File: src/rtl/rfs_pkg.sv
package rfs_pkg;

  // register indices on the write port
  localparam logic [3:0] A_DRAWOP = 4'd0;
  localparam logic [3:0] A_ROP    = 4'd1;
  localparam logic [3:0] A_FG     = 4'd2;
  localparam logic [3:0] A_SRC_Y  = 4'd3;
  localparam logic [3:0] A_SRC_X  = 4'd4;
  localparam logic [3:0] A_DST_Y  = 4'd5;
  localparam logic [3:0] A_DST_X  = 4'd6;
  localparam logic [3:0] A_HEIGHT = 4'd7;
  localparam logic [3:0] A_WIDTH  = 4'd8;

  // command codes
  localparam logic [7:0] OP_FILL    = 8'h08;
  localparam logic [7:0] OP_VSCROLL = 8'h0B;

  // raster operation codes
  localparam logic [7:0] ROP_NEW = 8'h83;
  localparam logic [7:0] ROP_OLD = 8'h85;
  localparam logic [7:0] ROP_XOR = 8'h86;

  typedef enum logic [1:0] {
    ST_IDLE   = 2'd0,
    ST_RD_SRC = 2'd1,
    ST_RD_DST = 2'd2,
    ST_WR     = 2'd3
  } walk_state_e;

endpackage

File: src/rtl/rfs_regs.sv
module rfs_regs
  import rfs_pkg::*;
#(
  parameter int X_W = 11,
  parameter int Y_W = 12
) (
  input  logic           clk,
  input  logic           rst_n,
  input  logic           reg_we,
  input  logic [3:0]     reg_addr,
  input  logic [31:0]    reg_wdata,
  input  logic           busy,
  output logic           launch,
  output logic           is_copy,
  output logic [X_W-1:0] col0,
  output logic [Y_W-1:0] src_row,
  output logic [Y_W-1:0] dst_row,
  output logic [X_W-1:0] launch_width,
  output logic [Y_W-1:0] height,
  output logic [31:0]    fg,
  output logic [7:0]     rop
);

  logic [7:0]     op_q, rop_q;
  logic [31:0]    fg_q;
  logic [Y_W-1:0] sy_q, dy_q, h_q;
  logic [X_W-1:0] sx_q, dx_q;

  logic wr_ok;
  logic en_op, en_rop, en_fg, en_sy, en_sx, en_dy, en_dx, en_h, en_w;

  assign wr_ok  = reg_we & ~busy;
  assign en_op  = wr_ok & (reg_addr == A_DRAWOP);
  assign en_rop = wr_ok & (reg_addr == A_ROP);
  assign en_fg  = wr_ok & (reg_addr == A_FG);
  assign en_sy  = wr_ok & (reg_addr == A_SRC_Y);
  assign en_sx  = wr_ok & (reg_addr == A_SRC_X);
  assign en_dy  = wr_ok & (reg_addr == A_DST_Y);
  assign en_dx  = wr_ok & (reg_addr == A_DST_X);
  assign en_h   = wr_ok & (reg_addr == A_HEIGHT);
  assign en_w   = wr_ok & (reg_addr == A_WIDTH);

  always_ff @(posedge clk or negedge rst_n) begin
    if (!rst_n) begin
      op_q  <= '0;
      rop_q <= ROP_NEW;
      fg_q  <= '0;
      sy_q  <= '0;
      sx_q  <= '0;
      dy_q  <= '0;
      dx_q  <= '0;
      h_q   <= '0;
    end else begin
      if (en_op)  op_q  <= reg_wdata[7:0];
      if (en_rop) rop_q <= reg_wdata[7:0];
      if (en_fg)  fg_q  <= reg_wdata;
      if (en_sy)  sy_q  <= reg_wdata[Y_W-1:0];
      if (en_sx)  sx_q  <= reg_wdata[X_W-1:0];
      if (en_dy)  dy_q  <= reg_wdata[Y_W-1:0];
      if (en_dx)  dx_q  <= reg_wdata[X_W-1:0];
      if (en_h)   h_q   <= reg_wdata[Y_W-1:0];
    end
  end

  // launch decode: the width write itself starts the command
  logic fill_ok, copy_ok, geom_ok;
  assign launch_width = reg_wdata[X_W-1:0];
  assign geom_ok = (launch_width != '0) && (h_q != '0);
  assign fill_ok = (op_q == OP_FILL);
  assign copy_ok = (op_q == OP_VSCROLL) && (dx_q == sx_q) && (dy_q != sy_q);
  assign launch  = en_w & geom_ok & (fill_ok | copy_ok);

  assign is_copy = (op_q == OP_VSCROLL);
  assign col0    = sx_q;
  assign src_row = sy_q;
  assign dst_row = is_copy ? dy_q : sy_q;
  assign height  = h_q;
  assign fg      = fg_q;
  assign rop     = rop_q;

endmodule

File: src/rtl/rfs_walk.sv
module rfs_walk
  import rfs_pkg::*;
#(
  parameter int X_W    = 11,
  parameter int Y_W    = 12,
  parameter int ADDR_W = 25
) (
  input  logic              clk,
  input  logic              rst_n,
  input  logic              launch,
  input  logic              is_copy,
  input  logic [X_W-1:0]    col0,
  input  logic [Y_W-1:0]    src_row,
  input  logic [Y_W-1:0]    dst_row,
  input  logic [X_W-1:0]    width,
  input  logic [Y_W-1:0]    height,
  input  logic [31:0]       fg,
  input  logic [31:0]       mem_rdata,
  output logic              busy,
  output logic              mem_req,
  output logic              mem_we,
  output logic [ADDR_W-1:0] mem_addr,
  output logic [31:0]       new_pix
);

  walk_state_e    state_q, state_d;
  logic           cpy_q, cpy_d, up_q, up_d;
  logic [X_W-1:0] x0_q, x0_d, w_q, w_d, cx_q, cx_d, cols_q, cols_d;
  logic [Y_W-1:0] sr_q, sr_d, dr_q, dr_d, rows_q, rows_d;
  logic [31:0]    src_q;
  logic           src_en;

  always_comb begin
    state_d = state_q;
    cpy_d   = cpy_q;
    up_d    = up_q;
    x0_d    = x0_q;
    w_d     = w_q;
    cx_d    = cx_q;
    cols_d  = cols_q;
    sr_d    = sr_q;
    dr_d    = dr_q;
    rows_d  = rows_q;
    src_en  = 1'b0;
    case (state_q)
      ST_IDLE: begin
        if (launch) begin
          cpy_d  = is_copy;
          up_d   = is_copy && (dst_row > src_row);
          x0_d   = col0;
          cx_d   = col0;
          w_d    = width;
          cols_d = width - 1'b1;
          rows_d = height - 1'b1;
          sr_d   = up_d ? src_row + height - 1'b1 : src_row;
          dr_d   = up_d ? dst_row + height - 1'b1 : dst_row;
          state_d = is_copy ? ST_RD_SRC : ST_RD_DST;
        end
      end
      ST_RD_SRC: state_d = ST_RD_DST;
      ST_RD_DST: begin
        src_en  = cpy_q;
        state_d = ST_WR;
      end
      ST_WR: begin
        if (cols_q != '0) begin
          cx_d    = cx_q + 1'b1;
          cols_d  = cols_q - 1'b1;
          state_d = cpy_q ? ST_RD_SRC : ST_RD_DST;
        end else if (rows_q != '0) begin
          cx_d    = x0_q;
          cols_d  = w_q - 1'b1;
          rows_d  = rows_q - 1'b1;
          sr_d    = up_q ? sr_q - 1'b1 : sr_q + 1'b1;
          dr_d    = up_q ? dr_q - 1'b1 : dr_q + 1'b1;
          state_d = cpy_q ? ST_RD_SRC : ST_RD_DST;
        end else begin
          state_d = ST_IDLE;
        end
      end
      default: state_d = ST_IDLE;
    endcase
  end

  always_ff @(posedge clk or negedge rst_n) begin
    if (!rst_n) begin
      state_q <= ST_IDLE;
      cpy_q   <= 1'b0;
      up_q    <= 1'b0;
      x0_q    <= '0;
      w_q     <= '0;
      cx_q    <= '0;
      cols_q  <= '0;
      sr_q    <= '0;
      dr_q    <= '0;
      rows_q  <= '0;
      src_q   <= '0;
    end else begin
      state_q <= state_d;
      cpy_q   <= cpy_d;
      up_q    <= up_d;
      x0_q    <= x0_d;
      w_q     <= w_d;
      cx_q    <= cx_d;
      cols_q  <= cols_d;
      sr_q    <= sr_d;
      dr_q    <= dr_d;
      rows_q  <= rows_d;
      if (src_en) src_q <= mem_rdata;
    end
  end

  logic [Y_W-1:0] row_sel;
  assign row_sel  = (state_q == ST_RD_SRC) ? sr_q : dr_q;
  assign mem_addr = {row_sel, cx_q, 2'b00};
  assign busy     = (state_q != ST_IDLE);
  assign mem_req  = busy;
  assign mem_we   = (state_q == ST_WR);
  assign new_pix  = cpy_q ? src_q : fg;

endmodule

File: src/rtl/rfs_rop.sv
module rfs_rop
  import rfs_pkg::*;
#(
  parameter int DATA_W = 32
) (
  input  logic [7:0]        rop,
  input  logic [DATA_W-1:0] new_val,
  input  logic [DATA_W-1:0] old_val,
  output logic [DATA_W-1:0] result
);

  always_comb begin
    case (rop)
      ROP_OLD: result = old_val;
      ROP_XOR: result = new_val ^ old_val;
      default: result = new_val;
    endcase
  end

endmodule

File: src/rtl/rfs_engine.sv
module rfs_engine #(
  parameter int PITCH_BYTES = 8192,
  parameter int Y_W         = 12
) (
  input  logic                                 clk,
  input  logic                                 rst_n,
  input  logic                                 reg_we,
  input  logic [3:0]                           reg_addr,
  input  logic [31:0]                          reg_wdata,
  output logic                                 reg_ready,
  output logic                                 busy,
  output logic                                 mem_req,
  output logic                                 mem_we,
  output logic [Y_W+$clog2(PITCH_BYTES)-1:0]   mem_addr,
  output logic [31:0]                          mem_wdata,
  input  logic [31:0]                          mem_rdata
);

  localparam int PITCH_LOG2 = $clog2(PITCH_BYTES);
  localparam int X_W        = PITCH_LOG2 - 2;
  localparam int ADDR_W     = Y_W + PITCH_LOG2;

  logic           launch, is_copy;
  logic [X_W-1:0] col0, launch_width;
  logic [Y_W-1:0] src_row, dst_row, height;
  logic [31:0]    fg, new_pix;
  logic [7:0]     rop;

  rfs_regs #(.X_W(X_W), .Y_W(Y_W)) regs_i (
    .clk(clk), .rst_n(rst_n), .reg_we(reg_we), .reg_addr(reg_addr),
    .reg_wdata(reg_wdata), .busy(busy), .launch(launch), .is_copy(is_copy),
    .col0(col0), .src_row(src_row), .dst_row(dst_row),
    .launch_width(launch_width), .height(height), .fg(fg), .rop(rop)
  );

  rfs_walk #(.X_W(X_W), .Y_W(Y_W), .ADDR_W(ADDR_W)) walk_i (
    .clk(clk), .rst_n(rst_n), .launch(launch), .is_copy(is_copy),
    .col0(col0), .src_row(src_row), .dst_row(dst_row), .width(launch_width),
    .height(height), .fg(fg), .mem_rdata(mem_rdata), .busy(busy),
    .mem_req(mem_req), .mem_we(mem_we), .mem_addr(mem_addr), .new_pix(new_pix)
  );

  rfs_rop #(.DATA_W(32)) rop_i (
    .rop(rop), .new_val(new_pix), .old_val(mem_rdata), .result(mem_wdata)
  );

  assign reg_ready = ~busy;

endmodule

File: config.mk
export PLATFORM = sky130hd
export DESIGN_NAME = rfs_engine
export DESIGN_NICKNAME = d
export VERILOG_FILES = /design/src/rtl/rfs_pkg.sv /design/src/rtl/rfs_regs.sv /design/src/rtl/rfs_walk.sv /design/src/rtl/rfs_rop.sv /design/src/rtl/rfs_engine.sv
export SDC_FILE = /design/constraint.sdc
export NUM_CORES = 1
export LEC_CHECK = 0
export CORE_ASPECT_RATIO = 1.1
export CORE_MARGIN = 2
export CORE_UTILIZATION = 32
export CTS_CLUSTER_DIAMETER = 80
export DETAILED_ROUTE_END_ITERATION = 10
export HOLD_SLACK_MARGIN = 0.05
export PLACE_DENSITY = 0.47
export SLEW_MARGIN = 20
export SYNTH_ARGS = -nofsm -noshare
export SYNTH_HDL_FRONTEND = slang
export SYNTH_SLANG_ARGS = --single-unit
File: constraint.sdc
create_clock -name clk -period 7.7 [get_ports clk]
set_clock_uncertainty 0.2 [all_clocks]
set_input_delay 1.54 -clock clk [delete_from_list [all_inputs] [get_ports clk]]
set_output_delay 1.54 -clock clk [all_outputs]
set_load 0.05 [all_outputs]
Word level (Yosys, flattened, before mapping)
Cells that the tools add are included.
{ "totals": {"ff_bits": 222, "in_bits": 71, "out_inout_bits": 61, "elab_cells": 120} }
{ "op_classes": {"add_sub_neg": 14, "magnitude_cmp": 1, "n_eq_ne": 21, "muxes": 35, "n_bitwise": 15, "n_reduce_logical": 15} }
{ "op_table": {"columns": ["operator", "count"], "rows": [
  ["12-bit 2-to-1 mux", 15],
  ["12-bit one-hot mux with 2 select lines", 3],
  ["12-bit by 1-bit subtractor with 12-bit output (second input constant)", 6],
  ["11-bit 2-to-1 mux", 6],
  ["32-bit one-hot mux with 2 select lines", 1],
  ["11-bit one-hot mux with 2 select lines", 2],
  ["11-bit by 1-bit subtractor with 11-bit output (second input constant)", 3],
  ["32-bit 2-to-1 mux", 1],
  ["32-bit XOR", 1],
  ["12-bit by 1-bit adder with 12-bit output (second input constant)", 2],
  ["12-bit adder", 2],
  ["12-bit nonzero test", 2],
  ["11-bit nonzero test", 2],
  ["4-bit by 3-bit equality test with 1-bit output (second input constant)", 4],
  ["8-bit by 4-bit equality test with 1-bit output (second input constant)", 2],
  ["8-bit equality test (second input constant)", 2],
  ["1-bit AND", 12],
  ["12-bit greater-than comparator", 1],
  ["12-bit != test", 1],
  ["11-bit by 1-bit adder with 11-bit output (second input constant)", 1],
  ["11-bit equality test", 1],
  ["2-bit 2-to-1 mux", 5],
  ["4-bit by 2-bit equality test with 1-bit output (second input constant)", 2],
  ["2-bit one-hot mux with 4 select lines", 1],
  ["other kinds (17)", 23]
]} }

Depth between registers and ports, before layout
{ "depth": {"ltp_word": 8, "mapped_depth": 17, "depth_no_buf": 16} }

Cells and area by module
Synthesis repeated with hierarchy kept, for this count alone.
{ "unflattened": {"cells_unflattened": 1520, "area_unflattened_um2": 15040.7} }
{ "modules_own_cells": {"columns": ["mod", "instances", "cells_each", "area_per_inst_um2"], "rows": [
  ["rfs_walk", 1, 1023, 9328.9],
  ["rfs_regs", 1, 307, 4556.9],
  ["rfs_rop", 1, 189, 1151.1],
  ["rfs_engine", 1, 1, 3.8]
]} }

Worst setup path before layout
OpenSTA, ideal clock, no wires.
{ "synth_path": {"kind": "input to output", "from": "input port mem_rdata[10]", "to": "output port mem_wdata[10]", "arrival_time_ps": 2960, "slack_ps": 3000, "path_stages": 4, "path_buffers": 0, "path_cell_list": "nor2_1 > a21oi_1 > nor2_1 > a211oi_1"} }
{ "synth_between": {"elab_chain_len": 2} }
{ "synth_lines": {"columns": ["item", "line", "rtl"], "rows": [
  ["from (decl)", "rfs_engine.sv:16", "input logic [31:0] mem_rdata"],
  ["32-bit XOR", "rfs_rop.sv:15", "ROP_XOR: result = new_val ^ old_val;"],
  ["32-bit one-hot mux with 2 select lines (*)", "rfs_rop.sv:13", "case (rop)"],
  ["to (decl)", "rfs_engine.sv:15", "output logic [31:0] mem_wdata,"]
]} }
Mark *: on every way between the ends. The rest lies on a longest branch, timed or not.

Final worst setup path
{ "layout_path": {"from": "register walk_i.cpy_q", "to": "output port mem_wdata[2]"} }
{ "layout_between": {"elab_chain_len": 3} }
{ "layout_lines": {"columns": ["item", "line", "rtl"], "rows": [
  ["from (decl)", "rfs_walk.sv:27", "logic cpy_q, cpy_d, up_q, up_d;"],
  ["from (signal assigned)", "rfs_walk.sv:100", "cpy_q <= cpy_d;"],
  ["32-bit 2-to-1 mux (*)", "rfs_walk.sv:119", "assign new_pix = cpy_q ? src_q : fg;"],
  ["32-bit XOR", "rfs_rop.sv:15", null],
  ["32-bit one-hot mux with 2 select lines (*)", "rfs_rop.sv:13", null]
]} }
Marked as above.

==> results_dict.tcl <==
set metrics [dict create \
    grt_overflow 0 \
    cts_resized 0 \
    gr-usage-all-layers 0.191 \
    ys_types 74 \
    avgRoutedWirePerCell_um 19.3 \
    synth_seq_area_share 0.368 \
    max_freq_mhz 177 \
    drive_gt1_frac 0.157 \
    worstHoldPathType "reg -> reg" \
    ys.warnings.count 0 \
    synth-edff-count 0 \
    setup_tns_ns 0 \
    netlist.area_leader.share 0.363 \
    firstDrtPassIters 7 \
    vias 12540 \
    critPathMaxFanout 19 \
    ir_drop_v 0.000145 \
    cp-startpoint "walk_i.cpy_q" \
    root_buffer "clkbuf_16" \
    avgViaCountPerCell 5.22 \
    cts_setup_buffers 0 \
    p_per_area_nw_per_um2 152 \
    syn_avg_cell_area_sq_um 8.90 \
    fin_crit_sh 0.734 \
    dp_hpwl_mm 31.9 \
    wirelength_mm 46.4 \
    relSlewSlack 0.346 \
    maxCapViolCount 0 \
    start_util 0.324 \
    final_antenna_net_count 0 \
    synthTopCellsByArea "dfrtp_1 36%, mux2_2 13%, ha_1 5.7%, a21oi_1 5.2%, nor2_1 4.9%" \
    finalHoldViolations 0 \
    diodes 0 \
    synthCells 1696 \
    start_kind "flop" \
    path_clk_slew_ns 0.06 \
    core-area_sq_um 46600 \
    yosys.area.top_type "dfrtp_1" \
    routabilityCongestion 0.809 \
    synth-seq-cells 222 \
    period_needed_ns 5.65 \
    antenna_found_initial 2 \
    r2r_start "regs_i.op_q[2]" \
    cts_buffer_depth 3 \
    dp_slack_ns 2.37 \
    endpoint "mem_wdata[2]" \
    cp.required_ns 5.96 \
    cts_tree "yes" \
    netlist_area_sq_um 15100 \
    placementRows 83 \
    area_growth_pct 18.1 \
    grt_max_degree 90 \
    drc 0 \
    nNetsFinal 1929 \
    htree_num_levels 1 \
    drt_iter0_markers 598 \
    ff2ff_path_depth 14 \
    slew_violations 0 \
    pin_count 132 \
    finalSetupViolations 0 \
    clk_latency_ns 0.56 \
    rsz0062_at_grt "false" \
    floorplan.die_area_sq_um 48900 \
    ys.flop_type "dfrtp_1" \
    ys_async_sr_fraction 1.00 \
    ff2ff_setup_slack_ns 2.94 \
    grt_first_pass_wirelength_mm 73.4 \
    grt_pass1_vias 12425 \
    r2r_end "walk_i.dr_q[1]" \
    cts_buffers 27 \
    die_y_um 232 \
    leakagePower_nw 8.02 \
    crit_path_end_kind "output port" \
    setup_ws_ns 2.05 \
    cts.sinks 222 \
    path_class "reg -> out" \
    arrival_ns 3.91 \
    die_w_um 211 \
    status "finished clean" \
    hold-path-cell-count 2 \
    port_buffers 129 \
    worst_pin_slew_ns 0.981 \
    hold_buffers 0 \
    fill_cells 4710 \
    hold-worst-slack_ns 0.265 \
]
## metrics by stage
| stage | std cells | cell area [sq um] | util | total power [mW] |
|---|---|---|---|---|
| floorplan | 1697 | 15100 | - | 1.31 |
| global placement | 2351 | 16900 | 0.363 | 1.41 |
| detailed placement | 2351 | 16900 | 0.363 | 1.41 |
| CTS | 2401 | 17800 | 0.383 | 2.76 |
| global route | 2401 | 17800 | 0.383 | 2.82 |
| finish | 2401 | 17800 | 0.383 | 2.71 |
## layer usage
| layer | global-route usage | wire [um] |
|---|---|---|
| met1 | 0.250 | 21000 |
| met3 | 0.0337 | 2340 |
| met5 | 0 | 27 |
| met2 | 0.329 | 22300 |
| met4 | 0.0420 | 760 |
## cells in the final DEF (no fill, tap or decap), drive strengths merged, types with 6 or more instances in the layout
cell type / n
a21oi: 159
nor3b: 6
nand2b: 10
nor3: 41
nand3: 60
nand2: 157
o211ai: 10
buf: 32
a211oi: 55
inv: 86
clkdlybuf4s50: 128
or3: 9
clkinv: 7
o21ai: 97
nor4: 13
clkbuf: 34
a21o: 12
ha: 69
a22o: 6
nor2: 200
dfrtp: 219
and3: 12
o21bai: 7
xnor2: 39
mux2: 175
mux2i: 35
xor2: 39
nand4: 9
## worst min path at each step
stage / startpoint / end / slack [ns]
floorplan: walk_i.x0_q[1] / walk_i.x0_q[1] / 0.24
global placement: walk_i.x0_q[1] / walk_i.x0_q[1] / 0.25
detailed placement: walk_i.x0_q[2] / walk_i.x0_q[2] / 0.26
CTS: walk_i.x0_q[2] / walk_i.x0_q[2] / 0.27
global route: walk_i.x0_q[4] / walk_i.x0_q[4] / 0.29
finish: walk_i.x0_q[2] / walk_i.x0_q[2] / 0.26
## power breakdown
part | leakage, nW | switching [mW] | total [mW] | internal, mW
clock network | 0.450 | 0.553 | 1.32 | 0.766
registers | 2.81 | 0.0198 | 1.21 | 1.19
logic | 4.76 | 0.101 | 0.178 | 0.0769
## flip-flops by register name, summed over array words and instances (netlist names), 11 cells and up
register        flops
walk_i.cx_q        11
walk_i.cols_q      11
walk_i.w_q         11
regs_i.fg          32
regs_i.dy_q        12
regs_i.src_row     12
regs_i.col0        11
regs_i.dx_q        11
walk_i.dr_q        12
walk_i.rows_q      12
walk_i.sr_q        12
walk_i.src_q       32
regs_i.height      12
walk_i.x0_q        11
## final cells by class
type | count | area, sq um | share of cell area
Clock buffer | 34 | 752 | 0.0421
Tap cell | 595 | 744 | 0.0417
Timing Repair Buffer | 160 | 1530 | 0.0857
Inverter | 81 | 304 | 0.0170
Clock inverter | 16 | 161 | 0.00905
Multi-Input combinational cell | 1293 | 8790 | 0.493
Sequential cell | 222 | 5560 | 0.312
## synthesized netlist by cell type, types with 4 or more instances
master and n:
a211oi_1 53, a21o_1 12, a21oi_1 156, a22o_1 6
a31oi_1 4, and3_1 12, buf_1 10, buf_2 18
buf_4 6, buf_6 5, clkbuf_1 62, dfrtp_1 219
fa_1 4, ha_1 69, inv_1 80, mux2_2 174
mux2i_1 35, nand2_1 157, nand2b_1 10, nand3_1 60
nand3b_1 5, nand4_1 8, nor2_1 199, nor2b_1 5
nor3_1 40, nor3b_1 4, nor4_1 12, o211ai_1 10
o21ai_0 89, o21ai_1 5, o21bai_1 7, o22ai_1 4
o31ai_1 5, or3_1 9, xnor2_1 39, xor2_1 39
## worst max-delay path, cell delays in order, from the launching register on
cell	delay (ns)
dfrtp_1	0.98
buf_4	0.46
mux2_2	0.42
nand3_1	0.09
o21ai_0	0.08
a211oi_1	0.42
clkdlybuf4s50_1	0.90
## logic make-up after synthesis
family	Yosys count	synth area share
adders and majority gates	73	0.0625
AOI/OAI and AO/OA	389	0.157
and+or+nand+nor	541	0.163
muxes	210	0.154
buffers and inverters	182	0.0507
other	1	0.000248
xor gates and xnor gates	78	0.0452
DFF	222	0.368
Note: power is estimated with default switching activity, not from simulation.
